--- src/rtl/i2c_cfg_pkg.sv ---
package i2c_cfg_pkg;

    typedef enum logic [2:0] {
        PH_IDLE,
        PH_ADDR,
        PH_WBYTE,
        PH_ACK,
        PH_RBYTE,
        PH_RACK
    } phase_e;

    typedef struct packed {
        phase_e      phase;
        logic [3:0]  bitcnt;
        logic [7:0]  shreg;
        logic [7:0]  ptr;
        logic        have_ptr;
        logic        to_read;
        logic        nack;
        logic        oe;
    } link_s;

endpackage

--- src/rtl/line_sync.sv ---
module line_sync #(
    parameter int W      = 2,
    parameter int STAGES = 2
) (
    input  logic         clk,
    input  logic         rst_n,
    input  logic [W-1:0] d_i,
    output logic [W-1:0] q_o,
    output logic [W-1:0] prev_o
);
    // STAGES flops of synchronization plus one flop holding the previous level
    localparam int DEPTH = STAGES + 1;

    logic [W-1:0] chain_q [DEPTH];

    for (genvar k = 0; k < DEPTH; k++) begin : g_stage
        logic [W-1:0] src_d;
        if (k == 0) begin : g_first
            assign src_d = d_i;
        end else begin : g_next
            assign src_d = chain_q[k-1];
        end
        always_ff @(posedge clk or negedge rst_n) begin
            if (!rst_n) chain_q[k] <= '1;
            else        chain_q[k] <= src_d;
        end
    end

    assign q_o    = chain_q[STAGES-1];
    assign prev_o = chain_q[STAGES];
endmodule

--- src/rtl/cfg_regbank.sv ---
module cfg_regbank #(
    parameter int NUM_REGS   = 8,
    parameter int BASE_ADDR  = 1,
    parameter int COMMIT_OFS = 7
) (
    input  logic                  clk,
    input  logic                  rst_n,
    input  logic                  wr_en_i,
    input  logic [7:0]            wr_addr_i,
    input  logic [7:0]            wr_data_i,
    input  logic [7:0]            rd_addr_i,
    output logic [7:0]            rd_data_o,
    output logic [NUM_REGS*8-1:0] regs_o,
    output logic                  commit_o
);
    localparam logic [7:0] COMMIT_ADDR = 8'(BASE_ADDR + COMMIT_OFS);

    logic commit_d, commit_q;

    for (genvar g = 0; g < NUM_REGS; g++) begin : g_reg
        localparam logic [7:0] MY_ADDR = 8'(BASE_ADDR + g);
        logic [7:0] val_d, val_q;

        always_comb begin
            val_d = val_q;
            if (wr_en_i && (wr_addr_i == MY_ADDR)) val_d = wr_data_i;
        end

        always_ff @(posedge clk or negedge rst_n) begin
            if (!rst_n) val_q <= 8'h00;
            else        val_q <= val_d;
        end

        assign regs_o[g*8 +: 8] = val_q;
    end

    // read mux: unimplemented addresses return zero
    always_comb begin
        rd_data_o = 8'h00;
        for (int i = 0; i < NUM_REGS; i++) begin
            if (rd_addr_i == 8'(BASE_ADDR + i)) rd_data_o = regs_o[i*8 +: 8];
        end
    end

    always_comb begin
        commit_d = wr_en_i && (wr_addr_i == COMMIT_ADDR) && wr_data_i[0];
    end

    always_ff @(posedge clk or negedge rst_n) begin
        if (!rst_n) commit_q <= 1'b0;
        else        commit_q <= commit_d;
    end

    assign commit_o = commit_q;
endmodule

--- src/rtl/i2c_cfg_target.sv ---
module i2c_cfg_target
    import i2c_cfg_pkg::*;
#(
    parameter int         NUM_REGS    = 8,
    parameter int         BASE_ADDR   = 1,
    parameter int         COMMIT_OFS  = 7,
    parameter int         SYNC_STAGES = 2,
    parameter logic [3:0] ADDR_HI     = 4'b1101
) (
    input  logic                  clk,
    input  logic                  rst_n,
    input  logic                  scl_i,
    input  logic                  sda_i,
    output logic                  sda_oe_o,
    input  logic [2:0]            strap_i,
    output logic [NUM_REGS*8-1:0] regs_o,
    output logic                  commit_o
);
    localparam logic [7:0] LAST_PTR = 8'(BASE_ADDR + NUM_REGS - 1);

    function automatic logic [7:0] step_ptr(input logic [7:0] p);
        return (p >= LAST_PTR) ? p : p + 8'd1;
    endfunction

    // ---- synchronization and bus event decode
    logic [1:0] pins_now, pins_prev;
    logic       scl_s, sda_s, scl_rise, scl_fall, start_ev, stop_ev;

    line_sync #(.W(2), .STAGES(SYNC_STAGES)) u_sync (
        .clk    (clk),
        .rst_n  (rst_n),
        .d_i    ({scl_i, sda_i}),
        .q_o    (pins_now),
        .prev_o (pins_prev)
    );

    assign scl_s    = pins_now[1];
    assign sda_s    = pins_now[0];
    assign scl_rise = scl_s & ~pins_prev[1];
    assign scl_fall = ~scl_s & pins_prev[1];
    assign start_ev = scl_s & pins_prev[1] & ~sda_s & pins_prev[0];
    assign stop_ev  = scl_s & pins_prev[1] & sda_s & ~pins_prev[0];

    // ---- register bank
    logic       wr_en;
    logic [7:0] wr_addr, wr_data, rd_addr, rd_data, nxt_ptr;

    cfg_regbank #(
        .NUM_REGS   (NUM_REGS),
        .BASE_ADDR  (BASE_ADDR),
        .COMMIT_OFS (COMMIT_OFS)
    ) u_bank (
        .clk       (clk),
        .rst_n     (rst_n),
        .wr_en_i   (wr_en),
        .wr_addr_i (wr_addr),
        .wr_data_i (wr_data),
        .rd_addr_i (rd_addr),
        .rd_data_o (rd_data),
        .regs_o    (regs_o),
        .commit_o  (commit_o)
    );

    // ---- protocol engine
    link_s c_d, c_q;

    always_comb begin
        c_d     = c_q;
        wr_en   = 1'b0;
        wr_addr = c_q.ptr;
        wr_data = c_q.shreg;
        rd_addr = c_q.ptr;
        nxt_ptr = step_ptr(c_q.ptr);

        if (start_ev) begin
            c_d.phase    = PH_ADDR;
            c_d.bitcnt   = 4'd0;
            c_d.have_ptr = 1'b0;
            c_d.oe       = 1'b0;
        end else if (stop_ev) begin
            c_d.phase = PH_IDLE;
            c_d.oe    = 1'b0;
        end else begin
            case (c_q.phase)
                PH_ADDR, PH_WBYTE: begin
                    if (scl_rise) begin
                        c_d.shreg  = {c_q.shreg[6:0], sda_s};
                        c_d.bitcnt = c_q.bitcnt + 4'd1;
                    end else if (scl_fall && (c_q.bitcnt == 4'd8)) begin
                        c_d.bitcnt = 4'd0;
                        if (c_q.phase == PH_ADDR) begin
                            if (c_q.shreg[7:1] == {ADDR_HI, strap_i}) begin
                                c_d.phase   = PH_ACK;
                                c_d.oe      = 1'b1;
                                c_d.to_read = c_q.shreg[0];
                            end else begin
                                c_d.phase = PH_IDLE;
                            end
                        end else begin
                            c_d.phase   = PH_ACK;
                            c_d.oe      = 1'b1;
                            c_d.to_read = 1'b0;
                            if (!c_q.have_ptr) begin
                                c_d.ptr      = c_q.shreg;
                                c_d.have_ptr = 1'b1;
                            end else begin
                                wr_en   = 1'b1;
                                c_d.ptr = nxt_ptr;
                            end
                        end
                    end
                end
                PH_ACK: begin
                    if (scl_fall) begin
                        c_d.bitcnt = 4'd0;
                        if (c_q.to_read) begin
                            c_d.phase = PH_RBYTE;
                            c_d.shreg = rd_data;
                            c_d.oe    = ~rd_data[7];
                        end else begin
                            c_d.phase = PH_WBYTE;
                            c_d.oe    = 1'b0;
                        end
                    end
                end
                PH_RBYTE: begin
                    if (scl_fall) begin
                        if (c_q.bitcnt == 4'd7) begin
                            c_d.phase  = PH_RACK;
                            c_d.oe     = 1'b0;
                            c_d.bitcnt = 4'd0;
                        end else begin
                            c_d.bitcnt = c_q.bitcnt + 4'd1;
                            c_d.shreg  = {c_q.shreg[6:0], 1'b0};
                            c_d.oe     = ~c_q.shreg[6];
                        end
                    end
                end
                PH_RACK: begin
                    if (scl_rise) begin
                        c_d.nack = sda_s;
                    end else if (scl_fall) begin
                        if (c_q.nack) begin
                            c_d.phase = PH_IDLE;
                        end else begin
                            c_d.ptr   = nxt_ptr;
                            rd_addr   = nxt_ptr;
                            c_d.shreg = rd_data;
                            c_d.oe    = ~rd_data[7];
                            c_d.phase = PH_RBYTE;
                        end
                    end
                end
                default: ;
            endcase
        end
    end

    always_ff @(posedge clk or negedge rst_n) begin
        if (!rst_n) c_q <= '0;
        else        c_q <= c_d;
    end

    assign sda_oe_o = c_q.oe;
endmodule


--- config.mk ---
export PLATFORM = sky130hd
export DESIGN_NAME = i2c_cfg_target
export DESIGN_NICKNAME = d
export VERILOG_FILES = /design/src/rtl/i2c_cfg_pkg.sv /design/src/rtl/line_sync.sv /design/src/rtl/cfg_regbank.sv /design/src/rtl/i2c_cfg_target.sv
export SDC_FILE = /design/constraint.sdc
export NUM_CORES = 1
export LEC_CHECK = 0
export BUFFER_PORTS_ARGS = -buffer_cell sky130_fd_sc_hd__buf_2
export CAP_MARGIN = 20
export CORE_ASPECT_RATIO = 0.5
export CORE_UTILIZATION = 35
export CTS_CLUSTER_SIZE = 10
export DETAILED_ROUTE_END_ITERATION = 6
export PLACE_DENSITY = 0.56
export SYNTH_ARGS = -nofsm -noshare
export SYNTH_HDL_FRONTEND = slang
export SYNTH_SLANG_ARGS = --single-unit
export TNS_END_PERCENT = 30
--- constraint.sdc ---
create_clock -name clk -period 6.7 [get_ports clk]
set_clock_uncertainty 0.05 [all_clocks]
set_input_delay 0.335 -clock clk [delete_from_list [all_inputs] [get_ports clk]]
set_output_delay 0.335 -clock clk [all_outputs]
set_load 0.05 [all_outputs]
==> metrics.md, run 1 <==
| Metric | Value |
|---|---|
| Hold/Removal Path Class | `input pin to asynchronous set/reset pin` |
| Total number of clock tree sinks | `98` |
| Area growth from synthesis to layout | `13.7%` |
| Largest driver fanout on the critical path | `22` |
| Overflow after GRT | `0` |
| Count of flip-flops with a built-in enable after synthesis | `0` |
| Post-route clock period utilization | `0.575` |
| Iteration count of the initial detailed-routing pass | `5` |
| Height of the die | `91.3 um` |
| Most frequent cells in the layout | `92 x dfrtp_1, 76 x mux2_2, 71 x buf_2, 37 x nand2_1, 28 x nor2_1` |
| Count of antenna-violating nets left after detailed routing | `0` |
| H-Tree Depth | `3` |
| Final period demand of the worst path | `3850 ps` |
| Post-Route Hold Slack | `-22.0 ps` |
| Number of buffers inserted to repair setup after CTS | `0` |
| Unique masters post-synth | `74` |
| Peak ir drop on the vdd network | `135 uV` |
| Clock buffer count from CTS | `9` |
| Achievable Freq | `0.259 GHz` |
| Number of warnings printed during yosys synthesis | `0` |
| Total area of multi-input combinational cells | `between 2000 and 3000 sq um` |
| Maximum cell stage delay along the critical path | `610 ps` |
| HPWL after DPL | `about 11 mm` |
| Total Routing Usage GR | `0.204` |
| Gp weighted congestion | `0.942` |
| Cell at the root of the clock tree | `clkbuf_16` |
| Effective utilization at floorplan | `0.360` |
| Chip Width | `181 um` |
| Final instance area | `6340 sq um` |
| Number of antenna violations at the first check in global routing | `0` |
| PortBufs | `72` |
| Critical Path Source Type | `flip-flop` |
| Top cell family by delay on the critical path | `simple AND/OR/NAND/NOR gates` |
| DRC violation total after the first TritonRoute iteration | `414` |
| Buffer depth of the longest clock path | `2` |
| Diode insertion count for antenna repair | `0` |
| Synthesized net count | `approximately 540` |
| Mean instance size in the synthesized netlist | `about 11 sq um` |
| Final setup violation count | `0` |
| Worst Path Class, Setup | `flip-flop to flip-flop` |
| Combined buffer and inverter count along the critical path | `1` |
| Routed wirelength normalized by instance count | `approximately 21 um` |
| Failing checks | `hold timing` |
| Commonest non-fill, non-tap cell in the layout | `dfrtp_1` |
| Required time of the worst setup path | `6890 ps` |
| Core Region | `15,500 sq um` |
| Via-per-instance ratio | `just under 6` |
| Post-route setup TNS | `0 ps` |
| Power per cell area | `305 nW/um^2` |
| Category of the worst setup path capture point | `flip-flop` |
| Count of maximum capacitance violations | `0` |
| Crit-path slowest cell | `or4b_4` |
| Static leakage | `2.90 nW` |
| Post-detailed-route DRC marker count | `0` |
| Unrepaired setup endpoints after global routing | `false` |
| Sequential fraction of the synthesis area | `0.441` |
| Async set-or-reset flop fraction in the synthesized netlist | `1.00` |
| Outcome | `complete, but fails checks` |
| Proportion of layout cells with a drive suffix above 1 | `0.334` |
| Later-pin clock latency in the skew report | `between 300 and 400 ps` |
| Wire length of the first global-routing pass | `26.0 mm` |
| Post-layout nets | `585` |
| Sequential cell area | `2460 sq um` |
| PostCTS Resize Cnt | `0` |
| Largest net degree at the start of global routing | `57` |
| # fillers | `around 1,500` |
| Post-detailed-placement cell area | `6050 sq um` |
| Wire length reported by the detailed router | `between 15 and 20 mm` |
| CTS tree | `built` |
| Final number of hold-violating endpoints | `5` |
| Cells after synthesis | `~530` |
| DIE AREA | `16,500 sq um` |
| Primary flip-flop cell chosen by synthesis mapping | `dfrtp_1` |
| Number of register bits inferred by synthesis | `98` |
| Cells traversed along the worst timing path | `inv_1, ha_1, or4b_4, nor4_4, a2bb2oi_2, or3_4, nor2_1, nor3_1, o32a_1` |
| CP Data Arrival Time | `a little over 4000 ps` |
| Tightest slew margin relative to the limit | `0.337` |
| Netlist area before placement | `5580 sq um` |
| Post-cts hold buffer count | `0` |
| Final-report max-slew violation count | `0` |
| Site row count | `32` |
| Top-Level Pins | `73` |
| Clock edge transition at the registers on the reported setup and hold paths | `70 ps` |
| Slew @ Worst Pin | `984 ps` |
| Via count of the routed design | `4,620` |
| Number of global-route vias before repair | `4,475` |
==> routing by layer <==
metal / up-vias / GRT usage / part of all wire / wire [um]
met5: - / 0 / 0 / 0
met4: 0 / 0.0491 / 0.014 / 229
met3: 21 / 0.0385 / 0.053 / 860
met2: 149 / 0.316 / 0.46 / 7440
met1: 2370 / 0.293 / 0.48 / 7740
li1: 2080 / - / - / -
==> area by class of cell <==
type | instances | area share
sequential | 98 | 0.388
tap | 204 | 0.0403
timing repair buffer | 77 | 0.0627
multi-input combinational | 370 | 0.454
inverter | 16 | 0.00947
clock inverter | 6 | 0.00967
clock buffer | 10 | 0.0361
==> cell families after synthesis <==
group,Yosys count,synth area share
AO/OA/AOI/OAI,131,0.186
multiplexers,81,0.162
XOR/XNOR,7,0.0110
adder cells (fa/ha/maj),6,0.0135
buffers and inverters,57,0.0429
AND/OR/NAND/NOR,145,0.143
flip-flops,98,0.441
==> flip-flops by register name, indices dropped and copies added, names as in the netlist <==
register	count
u_sync.q_o	2
wr_addr	8
u_sync.prev_o	2
u_bank.g.val_q	64
sda_oe_o	1
wr_data	8
u_bank.commit_o	1
u_sync.g_stage.src_d	2
c_q	10
==> synthesized netlist by cell type (all sizes together), types with 3 or more instances <==
cell type | number | area share
buf | 12 | 0.013
nand3 | 19 | 0.017
o21ai | 22 | 0.020
a31oi | 5 | 0.0056
o221ai | 10 | 0.016
mux2i | 5 | 0.0090
nand3b | 3 | 0.0040
o21bai | 3 | 0.0040
a32o | 8 | 0.014
nor3 | 15 | 0.015
nor4 | 5 | 0.012
xor2 | 4 | 0.0063
dfstp | 6 | 0.028
a32oi | 4 | 0.0063
nor2b | 8 | 0.0090
and3 | 3 | 0.0034
clkbuf | 29 | 0.020
o22ai | 6 | 0.0067
nor2 | 28 | 0.019
ha | 6 | 0.013
and2 | 9 | 0.010
xnor2 | 3 | 0.0047
o211ai | 8 | 0.011
a311oi | 7 | 0.011
a221oi | 6 | 0.0094
mux2 | 76 | 0.15
inv | 16 | 0.011
a311o | 4 | 0.0072
dfrtp | 92 | 0.41
a22o | 3 | 0.0047
a21oi | 13 | 0.012
a211oi | 3 | 0.0040
a41oi | 7 | 0.016
nand2 | 38 | 0.026
==> worst paths after layout <==
path	start	to	slack, ps	cells after the start
worst max-delay path	wr_addr[1]	wr_data[0]	2850	9
max in group asynchronous	rst_n	u_bank.g_reg[0].val_q[3]	5590	2
worst min register to register	u_sync.g_stage[1].src_d[0]	u_sync.q_o[0]	310	0
worst max register to register	wr_addr[1]	wr_data[0]	2850	9
min in group clk	scl_i	u_sync.g_stage[1].src_d[1]	20	1
worst min-delay path	rst_n	c_q[23]	-20	1
==> metrics by stage <==
stage | hold WS, ps | worst slack [ps] | instances | total power [mW] | util
after floorplan | -10.6 | 3340 | 525 | 1.22 | -
after global placement | 297 | 3040 | 764 | 1.42 | 0.390
after detailed placement | 298 | 2880 | 764 | 1.42 | 0.390
after CTS | 13.9 | 2860 | 780 | 1.94 | 0.409
after global routing | 16.2 | 2640 | 781 | 2.05 | 0.409
final | -22.0 | 2850 | 781 | 1.93 | 0.409
==> where the power goes <==
part           leakage [nW]  switching, mW  internal [mW]
sequential             1.31          0.176          0.640
clock                 0.138          0.252          0.261
combinational          1.45          0.374          0.230
total                  2.90          0.801           1.13
No activity file was read; power rests on OpenSTA's default activity.
==> run 2, diff against run 1 <==
==> constraint.sdc (replaced) <==
create_clock -name clk -period 3.55 [get_ports clk]
set_clock_uncertainty 0.05 [all_clocks]
set_input_delay 0.1775 -clock clk [delete_from_list [all_inputs] [get_ports clk]]
set_output_delay 0.1775 -clock clk [all_outputs]
set_load 0.05 [all_outputs]
==> metrics.md, run 2 (synthesis gave the netlist of run 1 again) <==
| Metric | Value |
|---|---|
| Maximum cell stage delay along the critical path | `660 ps` |
| Height of the die | `91.3 um` |
| Clock edge transition at the registers on the reported setup and hold paths | `80 ps` |
| Final-report max-slew violation count | `0` |
| Chip Width | `181 um` |
| Power per cell area | `approximately 570 nW/um^2` |
| Final instance area | `between 6000 and 7000 sq um` |
| Post-layout nets | `602` |
| Buffer depth of the longest clock path | `2` |
| Core Region | `15,500 sq um` |
| Gp weighted congestion | `0.864` |
| Unrepaired setup endpoints after global routing | `false` |
| Category of the worst setup path capture point | `flip-flop` |
| Via-per-instance ratio | `just under 6` |
| PostCTS Resize Cnt | `0` |
| Site row count | `32` |
| Utilization after layout | `0.419` |
| Most flop-heavy register | `u_bank.g.val_q` |
| Total number of clock tree sinks | `98` |
| Flip-flop count of the largest register after layout | `64` |
| Post-detailed-placement cell area | `6180 sq um` |
| Routed wirelength normalized by instance count | `20.6 um` |
| Static leakage | `2.99 nW` |
| Number of buffers inserted to repair setup after CTS | `0` |
| Most frequent cells in the layout | `92 x dfrtp_1, 76 x mux2_2, 71 x buf_2, 37 x nand2_1, 28 x nor2_1` |
| Post-detailed-route DRC marker count | `0` |
| Tightest slew margin relative to the limit | `0.457` |
| Outcome | `finished clean` |
| Worst Path Class, Setup | `flip-flop to flip-flop` |
| Critical Path Source Type | `flip-flop` |
| Top-Level Pins | `73` |
| Iteration count of the initial detailed-routing pass | `5` |
| Clock buffer count from CTS | `9` |
| Largest driver fanout on the critical path | `14` |
| Slew @ Worst Pin | `806 ps` |
| DIE AREA | `16,500 sq um` |
| Overflow after GRT | `0` |
| DRC violation total after the first TritonRoute iteration | `425` |
| Diode insertion count for antenna repair | `0` |
| # fillers | `1,510` |
| PortBufs | `72` |
| Regs by FF count | `u_bank.g.val_q: 64 flops, c_q: 10 flops` |
| Area growth from synthesis to layout | `16.5%` |
| Commonest non-fill, non-tap cell in the layout | `dfrtp_1` |
| Final setup violation count | `0` |
| CTS tree | `built` |
| Wire length of the first global-routing pass | `between 20 and 30 mm` |
| Largest net degree at the start of global routing | `48` |
| Total Routing Usage GR | `0.206` |
| Effective utilization at floorplan | `0.360` |
| Crit-path slowest cell | `nor4b_2` |
| Number of antenna violations at the first check in global routing | `0` |
| Achievable Freq | `0.322 GHz` |
| CP Data Arrival Time | `~3300 ps` |
| Later-pin clock latency in the skew report | `350 ps` |
| Post-cts hold buffer count | `3` |
| Post-route setup TNS | `0 ps` |
| H-Tree Depth | `3` |
| Count of maximum capacitance violations | `0` |
| Hold/Removal Path Class | `input pin to asynchronous set/reset pin` |
| Post-route clock period utilization | `0.874` |
| Final number of hold-violating endpoints | `0` |
| Final period demand of the worst path | `3100 ps` |
| Number of global-route vias before repair | `between 4,000 and 5,000` |
| Cell at the root of the clock tree | `clkbuf_16` |
| Proportion of layout cells with a drive suffix above 1 | `0.349` |
| Required time of the worst setup path | `roughly 3700 ps` |
| Count of antenna-violating nets left after detailed routing | `0` |
| Wire length reported by the detailed router | `16.4 mm` |
| HPWL after DPL | `roughly 12 mm` |
| Via count of the routed design | `around 4,600` |
| Cells traversed along the worst timing path | `nand3b_1, nor4b_2, nor3_2, and2_0, a32o_1, o221ai_1, a41oi_1` |
| Peak ir drop on the vdd network | `~240 uV` |
[run 2: worst paths after layout]
path                                             from             to  slack [ps]  cells after the start
max reg2reg                                   c_q[25]     wr_data[3]         450                      7
max in group asynchronous                       rst_n     wr_data[5]        2510                      3
min reg2reg                u_sync.g_stage[1].src_d[1]  u_sync.q_o[1]         310                      0
max                                           c_q[25]     wr_data[3]         450                      7
min in group clk           u_sync.g_stage[1].src_d[1]  u_sync.q_o[1]         310                      0
min                                             rst_n        c_q[20]         310                      2
[run 2: metrics by stage]
stage          instances  hold WS (ps)  total power [mW]  worst slack [ps]
4_1_cts              797           308              3.70               514
6_report             797           307              3.69               448
3_5_place_dp         779           160              2.72               525
2_1_floorplan        525          -168              2.30               187
3_3_place_gp         778           233              2.71               576
5_1_grt              797           315              3.90               287
[run 2: critical path: cells and delay by family (launching register included)]
family          cells  cell delay, ps
compound gates      3             670
simple gates        4            1690
flops               1             540
[run 2: where the power goes]
group | total [mW] | leakage, nW | switching (mW) | internal, mW
registers | 1.51 | 1.31 | 0.296 | 1.21
logic | 1.22 | 1.54 | 0.743 | 0.476
clock network | 0.970 | 0.138 | 0.479 | 0.491
[run 2: layout make-up]
| class | count | area [sq um] | area share |
|---|---|---|---|
| Clock buffer | 9 | 225 | 0.0347 |
| Clock inverter | 6 | 61.3 | 0.00944 |
| Inverter | 16 | 60.1 | 0.00925 |
| Multi-Input combinational cell | 370 | 2880 | 0.443 |
| Sequential cell | 98 | 2460 | 0.379 |
| Tap cell | 204 | 255 | 0.0393 |
| Timing Repair Buffer | 94 | 556 | 0.0855 |
[run 2: per-layer routing]
metal | global-route usage | vias up | routed length (um)
li1 | - | 2112 | -
met1 | 0.302 | 2356 | 8150
met2 | 0.316 | 148 | 7400
met3 | 0.0333 | 13 | 719
met4 | 0.0470 | 0 | 146
met5 | 0 | - | 0
